## src/rtl/axi_lsplit_pkg.sv

```systemverilog
// Shared constants, types and helpers for the AXI write lane splitter.
// Assumes the AXI response encoding where a larger code is more severe.
package axi_lsplit_pkg;

    localparam logic [1:0] BURST_INCR = 2'b01;

    // Progress of one downstream side through the two beats of a held wide beat
    typedef enum logic [1:0] {
        PH_DATA = 2'd0,
        PH_NULL = 2'd1,
        PH_DONE = 2'd2
    } beat_phase_e;

    // Pick the more severe of two response codes
    function automatic logic [1:0] worse_resp(input logic [1:0] a, input logic [1:0] b);
        return (a > b) ? a : b;
    endfunction

endpackage

```

## src/rtl/lsplit_aw_fork.sv

```systemverilog
// Address fork: accepts one upstream write address and issues a remapped
// request to each of the two narrow slaves. The two handshakes complete
// independently. A new upstream address is refused until the previous
// transaction's combined response has been taken (txn_done).
// Assumes an aligned INCR request no longer than half the length range.
module lsplit_aw_fork #(
    parameter int ADDR_W = 32,
    parameter int LEN_W  = 8,
    parameter int NSTRB  = 16
) (
    input  logic              clk,
    input  logic              rst_n,
    input  logic [ADDR_W-1:0] s_awaddr,
    input  logic [LEN_W-1:0]  s_awlen,
    input  logic              s_awvalid,
    output logic              s_awready,
    input  logic              txn_done,
    output logic [ADDR_W-1:0] m_awaddr [2],
    output logic [LEN_W-1:0]  m_awlen,
    output logic [1:0]        m_awvalid,
    input  logic [1:0]        m_awready
);
    logic              busy;
    logic [1:0]        pend;
    logic [ADDR_W-1:0] addr_q;
    logic [LEN_W-1:0]  len_q;

    assign s_awready = !busy;
    assign m_awvalid = pend;
    assign m_awlen   = len_q;

    // Per-side start address: the upper slave is offset by one narrow beat
    always_comb begin
        m_awaddr[0] = addr_q;
        m_awaddr[1] = addr_q + ADDR_W'(NSTRB);
    end

    // Capture a new request, retire each side's request on its handshake
    always_ff @(posedge clk) begin
        if (!rst_n) begin
            busy   <= 1'b0;
            pend   <= 2'b00;
            addr_q <= '0;
            len_q  <= '0;
        end else if (s_awvalid && !busy) begin
            busy   <= 1'b1;
            pend   <= 2'b11;
            addr_q <= s_awaddr;
            len_q  <= {s_awlen[LEN_W-2:0], 1'b1};
        end else begin
            pend <= pend & ~m_awready;
            if (txn_done) busy <= 1'b0;
        end
    end

    for (genvar g = 0; g < 2; g++) begin : g_chk
        a_r7_aw_hold: assert property (@(posedge clk) disable iff (!rst_n)
            m_awvalid[g] && !m_awready[g] |=> m_awvalid[g] && $stable(m_awaddr[g]) && $stable(m_awlen));
    end

endmodule

```

## src/rtl/lsplit_w_lane.sv

```systemverilog
// One downstream data lane: for each held wide beat it sends a data beat
// carrying this lane's strobes, then a null beat with zero strobes. The last
// flag rides on the null beat of the final wide beat. 'drained' reports that
// both beats are gone (or leave this cycle); 'release_i' rearms the lane.
// Assumes the holding register stays full until release_i.
module lsplit_w_lane
    import axi_lsplit_pkg::*;
#(
    parameter int NB = 16
) (
    input  logic          clk,
    input  logic          rst_n,
    input  logic          beat_full,
    input  logic [NB-1:0] beat_strb,
    input  logic          beat_last,
    input  logic          release_i,
    input  logic          m_wready,
    output logic          m_wvalid,
    output logic [NB-1:0] m_wstrb,
    output logic          m_wlast,
    output logic          drained
);
    beat_phase_e phase;

    assign m_wvalid = beat_full && (phase != PH_DONE);
    assign m_wstrb  = (phase == PH_DATA) ? beat_strb : '0;
    assign m_wlast  = (phase == PH_NULL) && beat_last;
    assign drained  = (phase == PH_DONE) || ((phase == PH_NULL) && m_wvalid && m_wready);

    // Step data -> null -> done on each accepted beat; rearm on release
    always_ff @(posedge clk) begin
        if (!rst_n || release_i) begin
            phase <= PH_DATA;
        end else if (m_wvalid && m_wready) begin
            case (phase)
                PH_DATA: phase <= PH_NULL;
                PH_NULL: phase <= PH_DONE;
                default: phase <= PH_DONE;
            endcase
        end
    end

    a_r4_null_after_data: assert property (@(posedge clk) disable iff (!rst_n)
        m_wvalid && m_wready && (phase == PH_DATA) |=> m_wvalid && (m_wstrb == '0));
    a_r6_w_hold: assert property (@(posedge clk) disable iff (!rst_n)
        m_wvalid && !m_wready |=> m_wvalid && $stable(m_wstrb) && $stable(m_wlast));

endmodule

```

## src/rtl/lsplit_b_join.sv

```systemverilog
// Response join: collects one response from each slave, then offers the
// more severe code upstream and holds it until accepted. txn_done pulses
// on the upstream handshake.
// Assumes each slave returns exactly one response per transaction.
module lsplit_b_join
    import axi_lsplit_pkg::*;
(
    input  logic       clk,
    input  logic       rst_n,
    input  logic [1:0] m_bvalid,
    input  logic [1:0] m_bresp [2],
    output logic [1:0] m_bready,
    output logic       s_bvalid,
    output logic [1:0] s_bresp,
    input  logic       s_bready,
    output logic       txn_done
);
    logic [1:0] got;
    logic [1:0] resp_q [2];

    assign m_bready = ~got;
    assign s_bvalid = &got;
    assign s_bresp  = worse_resp(resp_q[0], resp_q[1]);
    assign txn_done = s_bvalid && s_bready;

    // Record each side's response once, clear all on upstream handshake
    always_ff @(posedge clk) begin
        if (!rst_n || txn_done) begin
            got       <= 2'b00;
            resp_q[0] <= 2'b00;
            resp_q[1] <= 2'b00;
        end else begin
            for (int i = 0; i < 2; i++) begin
                if (m_bvalid[i] && !got[i]) begin
                    got[i]    <= 1'b1;
                    resp_q[i] <= m_bresp[i];
                end
            end
        end
    end

    a_r9_b_hold: assert property (@(posedge clk) disable iff (!rst_n)
        s_bvalid && !s_bready |=> s_bvalid && $stable(s_bresp));
    a_r9_b_drop: assert property (@(posedge clk) disable iff (!rst_n)
        s_bvalid && s_bready |=> !s_bvalid);

endmodule

```

## src/rtl/axi_wr_lane_split.sv

```systemverilog
// AXI write lane splitter: forwards each write from a wide master to two
// slaves of half the width, striping byte lanes. Each slave gets a burst of
// twice the length at half the size, with data beats interleaved with
// zero-strobe beats, so each burst stays legal. The two responses are merged.
// Assumes INCR bursts of full-width beats from a width-aligned start address,
// at most 2^(LEN_W-1) beats, and one transaction in flight.
module axi_wr_lane_split
    import axi_lsplit_pkg::*;
#(
    parameter int ADDR_W   = 32,
    parameter int NARROW_W = 128,
    parameter int LEN_W    = 8,
    localparam int WIDE_W  = 2 * NARROW_W,
    localparam int NSTRB   = NARROW_W / 8,
    localparam int WSTRB_W = 2 * NSTRB,
    localparam int NSIZE   = $clog2(NSTRB),
    localparam int WSIZE   = NSIZE + 1
) (
    input  logic                clk,
    input  logic                rst_n,
    input  logic [ADDR_W-1:0]   s_awaddr,
    input  logic [LEN_W-1:0]    s_awlen,
    input  logic [2:0]          s_awsize,
    input  logic [1:0]          s_awburst,
    input  logic                s_awvalid,
    output logic                s_awready,
    input  logic [WIDE_W-1:0]   s_wdata,
    input  logic [WSTRB_W-1:0]  s_wstrb,
    input  logic                s_wlast,
    input  logic                s_wvalid,
    output logic                s_wready,
    output logic [1:0]          s_bresp,
    output logic                s_bvalid,
    input  logic                s_bready,
    output logic [ADDR_W-1:0]   lo_awaddr,
    output logic [LEN_W-1:0]    lo_awlen,
    output logic [2:0]          lo_awsize,
    output logic [1:0]          lo_awburst,
    output logic                lo_awvalid,
    input  logic                lo_awready,
    output logic [NARROW_W-1:0] lo_wdata,
    output logic [NSTRB-1:0]    lo_wstrb,
    output logic                lo_wlast,
    output logic                lo_wvalid,
    input  logic                lo_wready,
    input  logic [1:0]          lo_bresp,
    input  logic                lo_bvalid,
    output logic                lo_bready,
    output logic [ADDR_W-1:0]   hi_awaddr,
    output logic [LEN_W-1:0]    hi_awlen,
    output logic [2:0]          hi_awsize,
    output logic [1:0]          hi_awburst,
    output logic                hi_awvalid,
    input  logic                hi_awready,
    output logic [NARROW_W-1:0] hi_wdata,
    output logic [NSTRB-1:0]    hi_wstrb,
    output logic                hi_wlast,
    output logic                hi_wvalid,
    input  logic                hi_wready,
    input  logic [1:0]          hi_bresp,
    input  logic                hi_bvalid,
    output logic                hi_bready
);
    logic              txn_done;
    logic [ADDR_W-1:0] aw_addr [2];
    logic [LEN_W-1:0]  aw_len;
    logic [1:0]        aw_valid;
    logic [1:0]        b_resp_in [2];
    logic [1:0]        b_ready;

    logic                full;
    logic [WIDE_W-1:0]   data_q;
    logic [WSTRB_W-1:0]  strb_q;
    logic                last_q;
    logic                release_beat;
    logic [1:0]          w_ready;
    logic [1:0]          w_valid;
    logic [1:0]          w_last;
    logic [1:0]          drained;
    logic [NSTRB-1:0]    w_strb [2];

    // ---------------- address path ----------------
    lsplit_aw_fork #(.ADDR_W(ADDR_W), .LEN_W(LEN_W), .NSTRB(NSTRB)) u_aw (
        .clk       (clk),
        .rst_n     (rst_n),
        .s_awaddr  (s_awaddr),
        .s_awlen   (s_awlen),
        .s_awvalid (s_awvalid),
        .s_awready (s_awready),
        .txn_done  (txn_done),
        .m_awaddr  (aw_addr),
        .m_awlen   (aw_len),
        .m_awvalid (aw_valid),
        .m_awready ({hi_awready, lo_awready})
    );

    assign lo_awaddr  = aw_addr[0];
    assign hi_awaddr  = aw_addr[1];
    assign lo_awlen   = aw_len;
    assign hi_awlen   = aw_len;
    assign lo_awsize  = 3'(NSIZE);
    assign hi_awsize  = 3'(NSIZE);
    assign lo_awburst = BURST_INCR;
    assign hi_awburst = BURST_INCR;
    assign lo_awvalid = aw_valid[0];
    assign hi_awvalid = aw_valid[1];

    // ---------------- data path ----------------
    assign s_wready     = !full;
    assign release_beat = full && (&drained);
    assign w_ready      = {hi_wready, lo_wready};

    // Hold one wide beat until both lanes have sent both of their beats
    always_ff @(posedge clk) begin
        if (!rst_n) begin
            full   <= 1'b0;
            data_q <= '0;
            strb_q <= '0;
            last_q <= 1'b0;
        end else if (s_wvalid && !full) begin
            full   <= 1'b1;
            data_q <= s_wdata;
            strb_q <= s_wstrb;
            last_q <= s_wlast;
        end else if (release_beat) begin
            full <= 1'b0;
        end
    end

    for (genvar g = 0; g < 2; g++) begin : g_lane
        lsplit_w_lane #(.NB(NSTRB)) u_lane (
            .clk       (clk),
            .rst_n     (rst_n),
            .beat_full (full),
            .beat_strb (strb_q[g*NSTRB +: NSTRB]),
            .beat_last (last_q),
            .release_i (release_beat),
            .m_wready  (w_ready[g]),
            .m_wvalid  (w_valid[g]),
            .m_wstrb   (w_strb[g]),
            .m_wlast   (w_last[g]),
            .drained   (drained[g])
        );
    end

    assign lo_wdata  = data_q[NARROW_W-1:0];
    assign hi_wdata  = data_q[WIDE_W-1:NARROW_W];
    assign lo_wstrb  = w_strb[0];
    assign hi_wstrb  = w_strb[1];
    assign lo_wlast  = w_last[0];
    assign hi_wlast  = w_last[1];
    assign lo_wvalid = w_valid[0];
    assign hi_wvalid = w_valid[1];

    // ---------------- response path ----------------
    assign b_resp_in[0] = lo_bresp;
    assign b_resp_in[1] = hi_bresp;

    lsplit_b_join u_b (
        .clk      (clk),
        .rst_n    (rst_n),
        .m_bvalid ({hi_bvalid, lo_bvalid}),
        .m_bresp  (b_resp_in),
        .m_bready (b_ready),
        .s_bvalid (s_bvalid),
        .s_bresp  (s_bresp),
        .s_bready (s_bready),
        .txn_done (txn_done)
    );

    assign lo_bready = b_ready[0];
    assign hi_bready = b_ready[1];

    // ---------------- assertions ----------------
    a_r3_request_in_scope: assert property (@(posedge clk) disable iff (!rst_n)
        s_awvalid |-> (s_awsize == 3'(WSIZE)) && (s_awburst == BURST_INCR)
                      && (s_awaddr[WSIZE-1:0] == '0) && !s_awlen[LEN_W-1]);
    a_r6_wready_blocked: assert property (@(posedge clk) disable iff (!rst_n)
        (lo_wvalid || hi_wvalid) |-> !s_wready);
    a_r8_aw_blocked: assert property (@(posedge clk) disable iff (!rst_n)
        s_bvalid |-> !s_awready);
    a_r6_data_hold: assert property (@(posedge clk) disable iff (!rst_n)
        full && !release_beat |=> $stable(lo_wdata) && $stable(hi_wdata));

endmodule

```

## config.mk

```make
export PLATFORM = sky130hd
export DESIGN_NAME = axi_wr_lane_split
export DESIGN_NICKNAME = d
export VERILOG_FILES = /design/src/rtl/axi_lsplit_pkg.sv /design/src/rtl/lsplit_aw_fork.sv /design/src/rtl/lsplit_w_lane.sv /design/src/rtl/lsplit_b_join.sv /design/src/rtl/axi_wr_lane_split.sv
export SDC_FILE = /design/constraint.sdc
export NUM_CORES = 1
export LEC_CHECK = 0
export BUFFER_PORTS_ARGS = -buffer_cell sky130_fd_sc_hd__buf_2
export CAP_MARGIN = 20
export CORE_AREA = 2 2 289 291
export DETAILED_ROUTE_END_ITERATION = 6
export DIE_AREA = 0 0 291 293
export GPL_TIMING_DRIVEN = 0
export MAX_ROUTING_LAYER = met4
export PLACE_DENSITY_LB_ADDON = 0.3
export SYNTH_ARGS = -nofsm -noshare
export SYNTH_HDL_FRONTEND = slang
export SYNTH_HIERARCHICAL = 1
export SYNTH_SLANG_ARGS = --single-unit
```

## constraint.sdc

```tcl
create_clock -name clk -period 1.42 [get_ports clk]
set_input_delay 0.071 -clock clk [delete_from_list [all_inputs] [get_ports clk]]
set_output_delay 0.071 -clock clk [all_outputs]
set_load 0.01 [all_outputs]
```

After elaboration in Yosys (flattened, before gate mapping). Memories as Yosys holds them, arrays and structs flattened. Cells that the tools add are included.

Memory bits (writable): 4. Memories kept: 1. Output and inout port bits: 391. Input bits: 349. Memory bits (read-only): 0. Bits in registers: 339. Word-level logic and storage cells: 77. Latch bits: 0.

Reductions and logical operators: 31. Equal/unequal tests: 6. Bitwise logic cells: 5. Div/mod/pow operators: 0. Add/sub/neg operators: 1. Mux-type cells: 20. $mul: 0. Shift operators: 0. Magnitude comparators: 1.

Memory list: u_b.resp_q (depth 2, width 2, read ports 2, clocked after memory_dff 0, write ports 2, line lsplit_b_join.sv:19) `logic [1:0] resp_q [2];`.

Operators with widths (number): $add 32x5->32 const B (1); $mux 16 (2); $logic_and 1x1->1 (16); $mux 1 (12); $mux 2 (6); $logic_not 1->1 (5); $eq 2x1->1 const B (2); $eq 2x2->1 const B (2); $logic_not 2->1 (2); $logic_or 1x1->1 (4); $ne 2x2->1 const B (2); $not 2->2 (2); $reduce_and 2->1 (2); $reduce_bool 2->1 (2); $and 2x2->2 (1); $gt 2x2->1 (1); $or 1x1->1 (2).

Depth between registers and ports, before layout. Gate-level depths: netlist of the first run.

Word-level depth: 9. Mapped depth: 6. Gate-level depth less buffers: 5.

By module. Netlist of the first run, hierarchy kept.

By module, submodules not included: axi_wr_lane_split (cells each 1278, area an instance 11674.9 µm², times used 1); lsplit_aw_fork (cells each 258, area an instance 2104.5 µm², times used 1); lsplit_w_lane (cells each 31, area an instance 244.0 µm², times used 2); lsplit_b_join (cells each 36, area an instance 336.6 µm², times used 1).

Worst setup path after synthesis of the first run. Ideal clock, no wire load.

Path kind: register to output. Start: register u_aw.addr_q[4]. End: output port hi_awaddr[22]. Arrival time: 1.477 ns. Buffers on the path: 0. Path slack: -0.128 ns. Stages on the path, launching flop included: 6. Data required time: 1.349 ns. Path through: dfxtp_1 -> ha_1 -> nand3_1 -> nor2_2 -> nand4_1 -> xnor2_1.

Cells in the longest elaborated chain, start to end: 1.

RTL lines: from (decl) (line lsplit_aw_fork.sv:25) `logic [ADDR_W-1:0] addr_q;`; from (signal assigned) (line lsplit_aw_fork.sv:48) `addr_q <= s_awaddr;`; $add 32x5->32 (line lsplit_aw_fork.sv:35) `m_awaddr[1] = addr_q + ADDR_W'(NSTRB);`; to (decl) (line axi_wr_lane_split.sv:49) `output logic [ADDR_W-1:0] hi_awaddr,`.

Every way passes these cells.

Worst setup path in the final report of the first run.
Start: register u_aw.addr_q[12]. End: output port hi_awaddr[17].

Same word-level chain as after synthesis.

==> run summary, run 1 <==
Together, buffers and inverters on the worst path number 3. The TritonCTS sink count came out at about 340. The checks that failed: setup timing. The share of synthesized cell area in full adder, half adder and majority cells came out at less than 1%. The number of buffer cells added on primary ports is around 720. The parity-gate share of the synthesized area counting xor and xnor cells came out at about 1.6%.

The min-delay analysis places its worst path in the category in -> reg. The async set-or-reset flop fraction in the synthesized netlist is 0%. The top-level I/O count is 740. The initial core utilization came out at approximately 18%. The global placement routability congestion is about 0.83. The number of hold violations in the final report was 0. The netlist uses 44 different library cells. The number of warning messages in the yosys log came out at 6. Synthesis handed over a netlist of 1634 instances. The clock slew at the register clock pins of the worst setup and hold paths is around 0.05 ns. By area, the combinational part of the netlist is dominated by simple AND/OR/NAND/NOR gates. Counting flops and latches in the post-synthesis netlist gives 343. The largest clock skew in the final design came out at roughly 0.015 ns.

The largest voltage drop on the vdd net came out at 0.000684 V. The worst path uses 149% of the clock period. The highest clock frequency the design can meet is 474 MHz. The layout-stage area growth over the synthesis result came out at 81.0%.

The row count came out at between 100 and 150. After legalization and detailed placement, the total HPWL measured between 40 and 50 mm. In this run the tightest slew margin relative to its limit is 62.9%.

The post-synthesis share of cell area spent on and, or, nand and nor gates is 21.8%. The sequential fraction of the synthesis area came out at approximately 47%. The wire length of the first global-routing pass is between 90 and 100 mm.

The clock tree from TritonCTS is built. The core area is roughly 82000 um^2. The via count of the routed design is between 15000 and 20000. The total setup violations reported at the end of the flow came out at 99. The mean instance size in the synthesized netlist is ~8.9 um^2. The die width came out at roughly 290 um. The kind of end point of the critical path is a primary output. The final net count is roughly 3200. The detailed-route wire length per cell is approximately 16 um. The remaining routing DRC violations came out at 0. The root buffer cell is clkbuf_16. The placed cell area is about 20000 um^2. For the finished layout, the period the worst path requires is around 2.1 ns. For this run, the leading register cell type out of synthesis is dfxtp_1.

The clock latency of the later-clocked register in the worst-skew pair is 0.58 ns. The area of the mapped netlist came out at approximately 15000 um^2. For this run, the slowest stage of the critical path takes 0.36 ns.

For the pin with the worst max-slew slack, the measured transition is roughly 0.56 ns. The total negative slack for setup checks is -19.28 ns. The number of levels the H-tree was split into came out at 2. From bottom edge to top edge, the die measures between 200 and 300 um. Max-cap violations in this run came to 0. The number of buffers on the longest clock path is 3. Across all setup checks in the final design, the least slack found is -0.691 ns. The fraction of final layout cells sized beyond drive strength 1 is 38.2%. The leakage dissipation came out at between 10 and 15 nW. The synthesized netlist devotes around 2.7% of its cell area to compound gates. The initial antenna violation count came out at 7. The worst setup path category is reg -> out. The final routed wirelength across all metal layers is 63.5 mm. The via count of the first global-routing pass is ~16000. The first detailed-routing pass ran for 5 iterations. STA classifies the critical path startpoint as a flip-flop. Setup repair after global routing could not meet its margin everywhere. Power spread over the standard cell area amounts to between 1000 and 1500 nW/um^2. The number of enable-type register cells in the synthesized netlist is 4. Broken down by cell family, the worst path's largest delay share belongs to simple AND/OR/NAND/NOR gates. The run finished, with violations left. Across all hold checks on the routed design, the worst slack comes to around 0.11 ns. The die covers about 85000 um^2. Overall power consumption after layout is estimated at 27.0 mW. The total routing resource utilization after global routing is between 10 and 15%. The critical path goes through nand4_4 > buf_4 > buf_6 > nor4_4 > xor2_1 > buf_2.

The total count of max-transition violations in the final report came to 0. The TritonCTS buffer count is 43. OpenSTA, run right after detailed placement, puts the worst setup slack at -1.01 ns. For this run the aggregate overflow at the end of global routing stands at 0. Dividing the detail-routed via count by the number of cells gives roughly 3.9. The maximum fanout along the worst path came out at 4. The starting DRC count in detailed routing came out at between 400 and 500.

The detail route stage leaves a number of antenna-violating nets equal to 0. Summing all non-filler instances in the final layout gives an area of ~26000 um^2. Entering global routing, the biggest net connects 20 pins. The multiplexer fraction of the synthesized cell area is ~20%. The slowest stage of the critical path belongs to the cell dfxtp_4. At the worst endpoint, the arrival time is roughly 2.0 ns. The required time of the critical path is ~1.4 ns.
==> metal layers <==
metal / share of wire, % / vias up / routed length [um] / global-route usage, %
li1: - / 7654 / - / -
met5: 0 / - / 0 / -
met2: 50 / 531 / 31900 / 25.0
met1: 40 / 7184 / 25700 / 15.8
met4: 4.2 / 0 / 2680 / 6.05
met3: 5.1 / 139 / 3220 / 3.16
==> flip-flops by register name, indices dropped and copies added, names as in the netlist <==
register / flops
data_q: 256
full: 1
g_lane.u_lane/phase: 4
last_q: 1
strb_q: 32
u_aw/addr_q: 32
u_aw/busy: 1
u_aw/m_awlen: 8
u_aw/m_awvalid: 2
u_b/got: 2
u_b/resp_q: 4
==> report_power, final <==
group / internal (mW) / total, mW / switching (mW)
logic: 2.78 / 5.21 / 2.43
registers: 10.3 / 10.6 / 0.378
clock network: 6.68 / 11.2 / 4.48
total: 19.7 / 27.0 / 7.29
==> worst reg2reg max path: cells and delay by family, from the launching register on <==
kind                   cells  cell delay [ns]
DFF                        1             0.36
muxes                      1             0.25
buffers and inverters      3             0.57
and+or+nand+nor            1             0.23
==> Yosys cell counts, drive strengths merged, types with 2 or more instances <==
| cell type | n | area share (%) |
|---|---|---|
| a21bo | 2 | 0.14 |
| o21a | 3 | 0.15 |
| a21boi | 40 | 2.1 |
| mux2i | 289 | 20 |
| xnor2 | 22 | 1.3 |
| conb | 2 | 0.051 |
| and3b | 2 | 0.14 |
| nor2 | 14 | 0.50 |
| nor2b | 4 | 0.19 |
| and2 | 40 | 1.7 |
| clkbuf | 27 | 0.69 |
| xor2 | 4 | 0.24 |
| nand2b | 5 | 0.21 |
| ha | 4 | 0.34 |
| a21oi | 2 | 0.12 |
| buf | 106 | 5.3 |
| inv | 12 | 0.31 |
| nor4 | 2 | 0.19 |
| and3 | 5 | 0.21 |
| nand3 | 12 | 0.41 |
| nand2 | 667 | 17 |
| a31oi | 2 | 0.086 |
| nand4 | 13 | 0.66 |
| nand4b | 2 | 0.12 |
| edfxtp | 4 | 0.82 |
| dfxtp | 339 | 46 |
| nand4bb | 2 | 0.15 |
==> through the flow <==
step,utilization [%],cells
6_report,32.3,3930
5_1_grt,32.3,3929
4_1_cts,31.2,3897
2_1_floorplan,-,1642
3_5_place_dp,24.0,3435
3_3_place_gp,24.0,3435
==> layout by cell type, fill, tap and decap left out, types with 12 or more instances in the layout <==
master         netlist  layout
dfxtp_4              0      16
nand4_1             12      12
buf_2               48     727
buf_4               30      57
mux2i_1            289     286
dlygate4sd3_1        0     344
dfxtp_1            339     313
buf_6               27      62
clkbuf_1            27      31
clkbuf_8             0      14
buf_12               0      33
and2_4               0      33
clkbuf_16            0      54
a21boi_0            39      39
nand2_1            667     661
==> cell type report <==
class / count / area, um^2
antenna: 7 / 17.5
buffer: 131 / 1180
clock buffer: 68 / 1310
clock inverter: 10 / 116
fill: 8501 / 55400
inverter: 12 / 45.0
multi-input combinational: 1154 / 7240
sequential: 343 / 6980
tap: 1070 / 1340
timing repair buffer: 1135 / 8210
==> logic make-up after synthesis <==
group | after synthesis
other | 2
adders and majority gates | 4
AOI/OAI and AO/OA | 52
DFF | 343
xor gates and xnor gates | 26
buffers and inverters | 145
and+or+nand+nor | 772
muxes | 290
==> worst paths after layout <==
path                         from  cells past startpoint       endpoint  slack (ns)
setup reg to reg             full                      5    data_q[211]       -0.08
hold / removal              rst_n                      4    data_q[251]        0.11
hold reg to reg         data_q[5]                      2      data_q[5]        0.45
setup / recovery  u_aw/addr_q[12]                      6  hi_awaddr[17]       -0.69
==> timing repair <==
item | CTS | global route
hold buffers | 343 | 1
buffers inserted | 38 | 17
pin swaps | 56 | 25
gates cloned | 5 | 11
resized for setup | 177 | 116
setup endpoints to repair | 349 | 231
endpoints found under the hold margin | 346 | 5
Power figures use the tool's default switching activity.
==> run 2: changes to the inputs <==
--- a/config.mk
+++ b/config.mk
@@ -5,11 +5,11 @@
 export SDC_FILE = /design/constraint.sdc
 export NUM_CORES = 1
 export LEC_CHECK = 0
-export BUFFER_PORTS_ARGS = -buffer_cell sky130_fd_sc_hd__buf_2
 export CAP_MARGIN = 20
-export CORE_AREA = 2 2 289 291
+export CORE_AREA = 2 2 284 286
 export DETAILED_ROUTE_END_ITERATION = 6
-export DIE_AREA = 0 0 291 293
+export DIE_AREA = 0 0 286 288
+export DONT_BUFFER_PORTS = 1
 export GPL_TIMING_DRIVEN = 0
 export MAX_ROUTING_LAYER = met4
 export PLACE_DENSITY_LB_ADDON = 0.3
==> run summary, run 2 (synthesis results as in run 1) <==
Run status: finished with violations (unchanged). Violations in the final reports: setup timing (unchanged). The number of hold violations in the final report is 0 (unchanged). The row count came to 104 (was 105). The portion of total power attributed to sequential cells came out at 44.1% (was 39.4%). The signal arrival time at the worst endpoint was 1.99 ns (was 2.04 ns).

The pin count of the biggest net entering global routing is 20 (unchanged). The worst setup path category was reg -> out (unchanged). The time the final worst path needs with I/O delays and setup came out at 2.06 ns (was 2.11 ns). The number of nets with antenna violations after routing came to 0 (unchanged). The largest voltage drop on the vdd net came out at 0.000732 V (was 0.000684 V). The die area came out at 82400 um^2 (was 85300 um^2). CP cell instances: nand4_4 > nor4_4 > buf_4 > nand4_1 > xnor2_2 (was nand4_4 > buf_4 > buf_6 > nor4_4 > xor2_1 > buf_2).

The kind of cell adding the most delay to the critical path was simple AND/OR/NAND/NOR gates (unchanged). RSZ-0062 raised after global routing: yes (unchanged). The TritonCTS buffer count is 40 (was 43). The via count of the first global-routing pass is 13500 (was 16000).

The switching share of total power came out at 26.8% (was 27.0%). The net switching power figure was 6.77 mW (was 7.29 mW). The transition time at the pin with the least slew margin came out at 0.728 ns (was 0.556 ns). The fraction of the cycle the final worst path needs is 145% (was 149%). The largest clock skew in the final design came out at 0.0230 ns (was 0.0148 ns). The required time of the critical path is 1.35 ns (about the same).

The layout-stage area growth over the synthesis result is 55.0% (was 81.0%). The number of buffer cells added on primary ports came out at 0 (was 723). The leakage dissipation is 9.31 nW (was 12.7 nW). The largest register by flop count was data_q (unchanged). The wire length of the first global-routing pass came to 80.9 mm (was 93.2 mm). The largest stage delay on the critical path came out at 0.41 ns (was 0.36 ns). The nature of the critical path startpoint was a flip-flop (unchanged). The final routed wirelength across all metal layers is 58.6 mm (was 63.5 mm). The final net count was 2445 (was 3173).

The clock power share is 41.1% (was 41.3%). The number of flip-flops in the largest register is 256 (unchanged). The overall overflow remaining after global route was 0 (unchanged).

The internal power summed over all cells was 18.5 mW (was 19.7 mW). The total routing resource utilization after global routing is 13.1% (was 14.3%). The root buffer cell was clkbuf_16 (unchanged).

The total count of max-transition violations in the final report is 0 (unchanged). The most common library cell in the layout ignoring fill and taps was nand2_1 (was buf_2). The global placement routability congestion came to 0.907 (was 0.826). The total power draw is 25.2 mW (was 27.0 mW).

The initial antenna violation count came to 3 (was 7). The remaining routing DRC violations is 0 (unchanged). The number of levels the H-tree was split into is 2 (unchanged). The number of iterations in the first detailed-routing pass is 5 (unchanged).

Registers with the highest flip-flop counts: data_q (256), strb_q (32), u_aw/addr_q (32) (unchanged). The slack of the critical path came out at -0.642 ns (was -0.691 ns). The total setup violations reported at the end of the flow was 60 (was 99). The TritonCTS sink count is 343 (unchanged).

The fraction of final layout cells sized beyond drive strength 1 is 17.0% (was 38.2%). The power density relative to cell area is 1110 nW/um^2 (was 1020 nW/um^2). The detailed-placement wirelength estimate came out at 41.5 mm (was 44.7 mm). The core area is 79600 um^2 (was 81800 um^2). The placed cell area came out at 16000 um^2 (was 19700 um^2). The number of max-cap violations came to 0 (unchanged).

The clock latency of the later-clocked register in the worst-skew pair is 0.56 ns (was 0.58 ns). The starting DRC count in detailed routing came to 479 (was 448). The detailed-route wire length per cell is 18.4 um (was 16.2 um). The total negative slack for setup checks came out at -15.32 ns (was -19.28 ns).

The slowest stage cell on the critical path is dfxtp_4 (unchanged). The maximum fanout along the worst path came out at 7 (was 4). The clock tree from TritonCTS is built (unchanged). The die span in y came out at 288 um (was 293 um).

The combinational power share came out at 14.8% (was 19.3%). The clock slew at the register clock pins of the worst setup and hold paths came to 0.06 ns (was 0.05 ns). The kind of end point of the critical path is a primary output (unchanged). The top-level I/O count was 740 (unchanged). The number of buffers and inverters on the critical path came out at 1 (was 3).

The die width is 286 um (was 291 um). The via count of the routed design is 13100 (was 15500). The finished layout cell area came out at 22600 um^2 (was 26400 um^2). The via count normalized by instance count was 4.10 (was 3.95). The path type of the worst min-delay path was in -> reg (unchanged).

The number of buffers on the longest clock path is 3 (unchanged). The initial core utilization came to 18.3% (was 17.8%). Most frequent cells in the layout: nand2_1, dlygate4sd3_1, dfxtp_1, mux2i_1, clkbuf_16 (was buf_2, nand2_1, dlygate4sd3_1, dfxtp_1, mux2i_1).

The highest clock frequency the design can meet is 485 MHz (was 474 MHz). The relative max-transition margin is 51.4% (was 62.9%).
==> run 2: cell count changes in the layout (fill, tap and decap cells not counted), sizes merged <==
| cell | before | now |
|---|---|---|
| clkbuf | 106 | 107 |
| diode | 7 | 3 |
| buf | 884 | 146 |
| bufinv | 2 | 3 |
| dlygate4sd3 | 344 | 347 |
| nor2 | 14 | 15 |
| inv | 15 | 14 |
| clkinv | 3 | 4 |
==> run 2: per-layer routing <==
| metal | vias up | routed length [um] | track usage, % |
|---|---|---|---|
| li1 | 6193 | - | - |
| met1 | 6219 | 21500 | 13.4 |
| met2 | 537 | 30400 | 23.5 |
| met3 | 118 | 4290 | 3.49 |
| met4 | 0 | 2420 | 5.84 |
| met5 | - | 0 | - |
==> run 2: path summary, 6_finish.rpt <==
kind                        start                         to  slack (ns)  cells past startpoint
hold / removal              rst_n  g_lane[0].u_lane/phase[0]        0.06                      3
setup / recovery  u_aw/addr_q[12]              hi_awaddr[31]       -0.64                      5
hold reg to reg        strb_q[11]                 strb_q[11]        0.46                      2
setup reg to reg             full                data_q[132]        0.01                      6
==> run 2: through the flow <==
step / instances / hold slack, ns / setup WS (ns) / utilization, %
detailed placement: 2702 / 0.196 / -0.330 / 20.1
finish: 3184 / 0.0553 / -0.642 / 28.4
floorplan: 1642 / 0.187 / 0.0110 / -
CTS: 3152 / 0.157 / -0.702 / 27.3
global route: 3183 / 0.0732 / -0.763 / 28.4
global placement: 2702 / 0.205 / -0.299 / 20.1
==> run 2: timing repair <==
item	4_1_cts	5_1_grt
gates resized for setup	162	78
endpoints found under the setup margin	327	305
gates cloned	5	21
hold endpoints to repair	347	0
pin swaps	50	25
buffers inserted	27	8
hold buffers	348	0
==> run 2: power groups by stage <==
stage,Sequential (mW),Combinational [mW],Clock (mW)
2_1_floorplan,11.1,1.74,0
3_3_place_gp,11.3,2.19,0
3_5_place_dp,11.3,2.26,0
4_1_cts,11.1,3.39,10.8
5_1_grt,11.2,4.03,11.1
6_report,11.1,3.75,10.4
==> run 2: layout make-up <==
type | count | area (um^2)
Fill cell | 8264 | 57000
Sequential cell | 343 | 7000
Buffer | 132 | 1150
Antenna cell | 3 | 7.51
Multi-Input combinational cell | 1155 | 7320
Tap cell | 1060 | 1330
Clock buffer | 60 | 1160
Inverter | 12 | 45.0
Timing Repair Buffer | 408 | 4490
Clock inverter | 11 | 146
==> run 2: worst register-to-register path, delay by kind of cell, from the launching register on <==
family / cells / cell delay [ns]
buffers and inverters: 4 / 0.66
DFF: 1 / 0.35
muxes: 1 / 0.18
and+or+nand+nor: 1 / 0.12
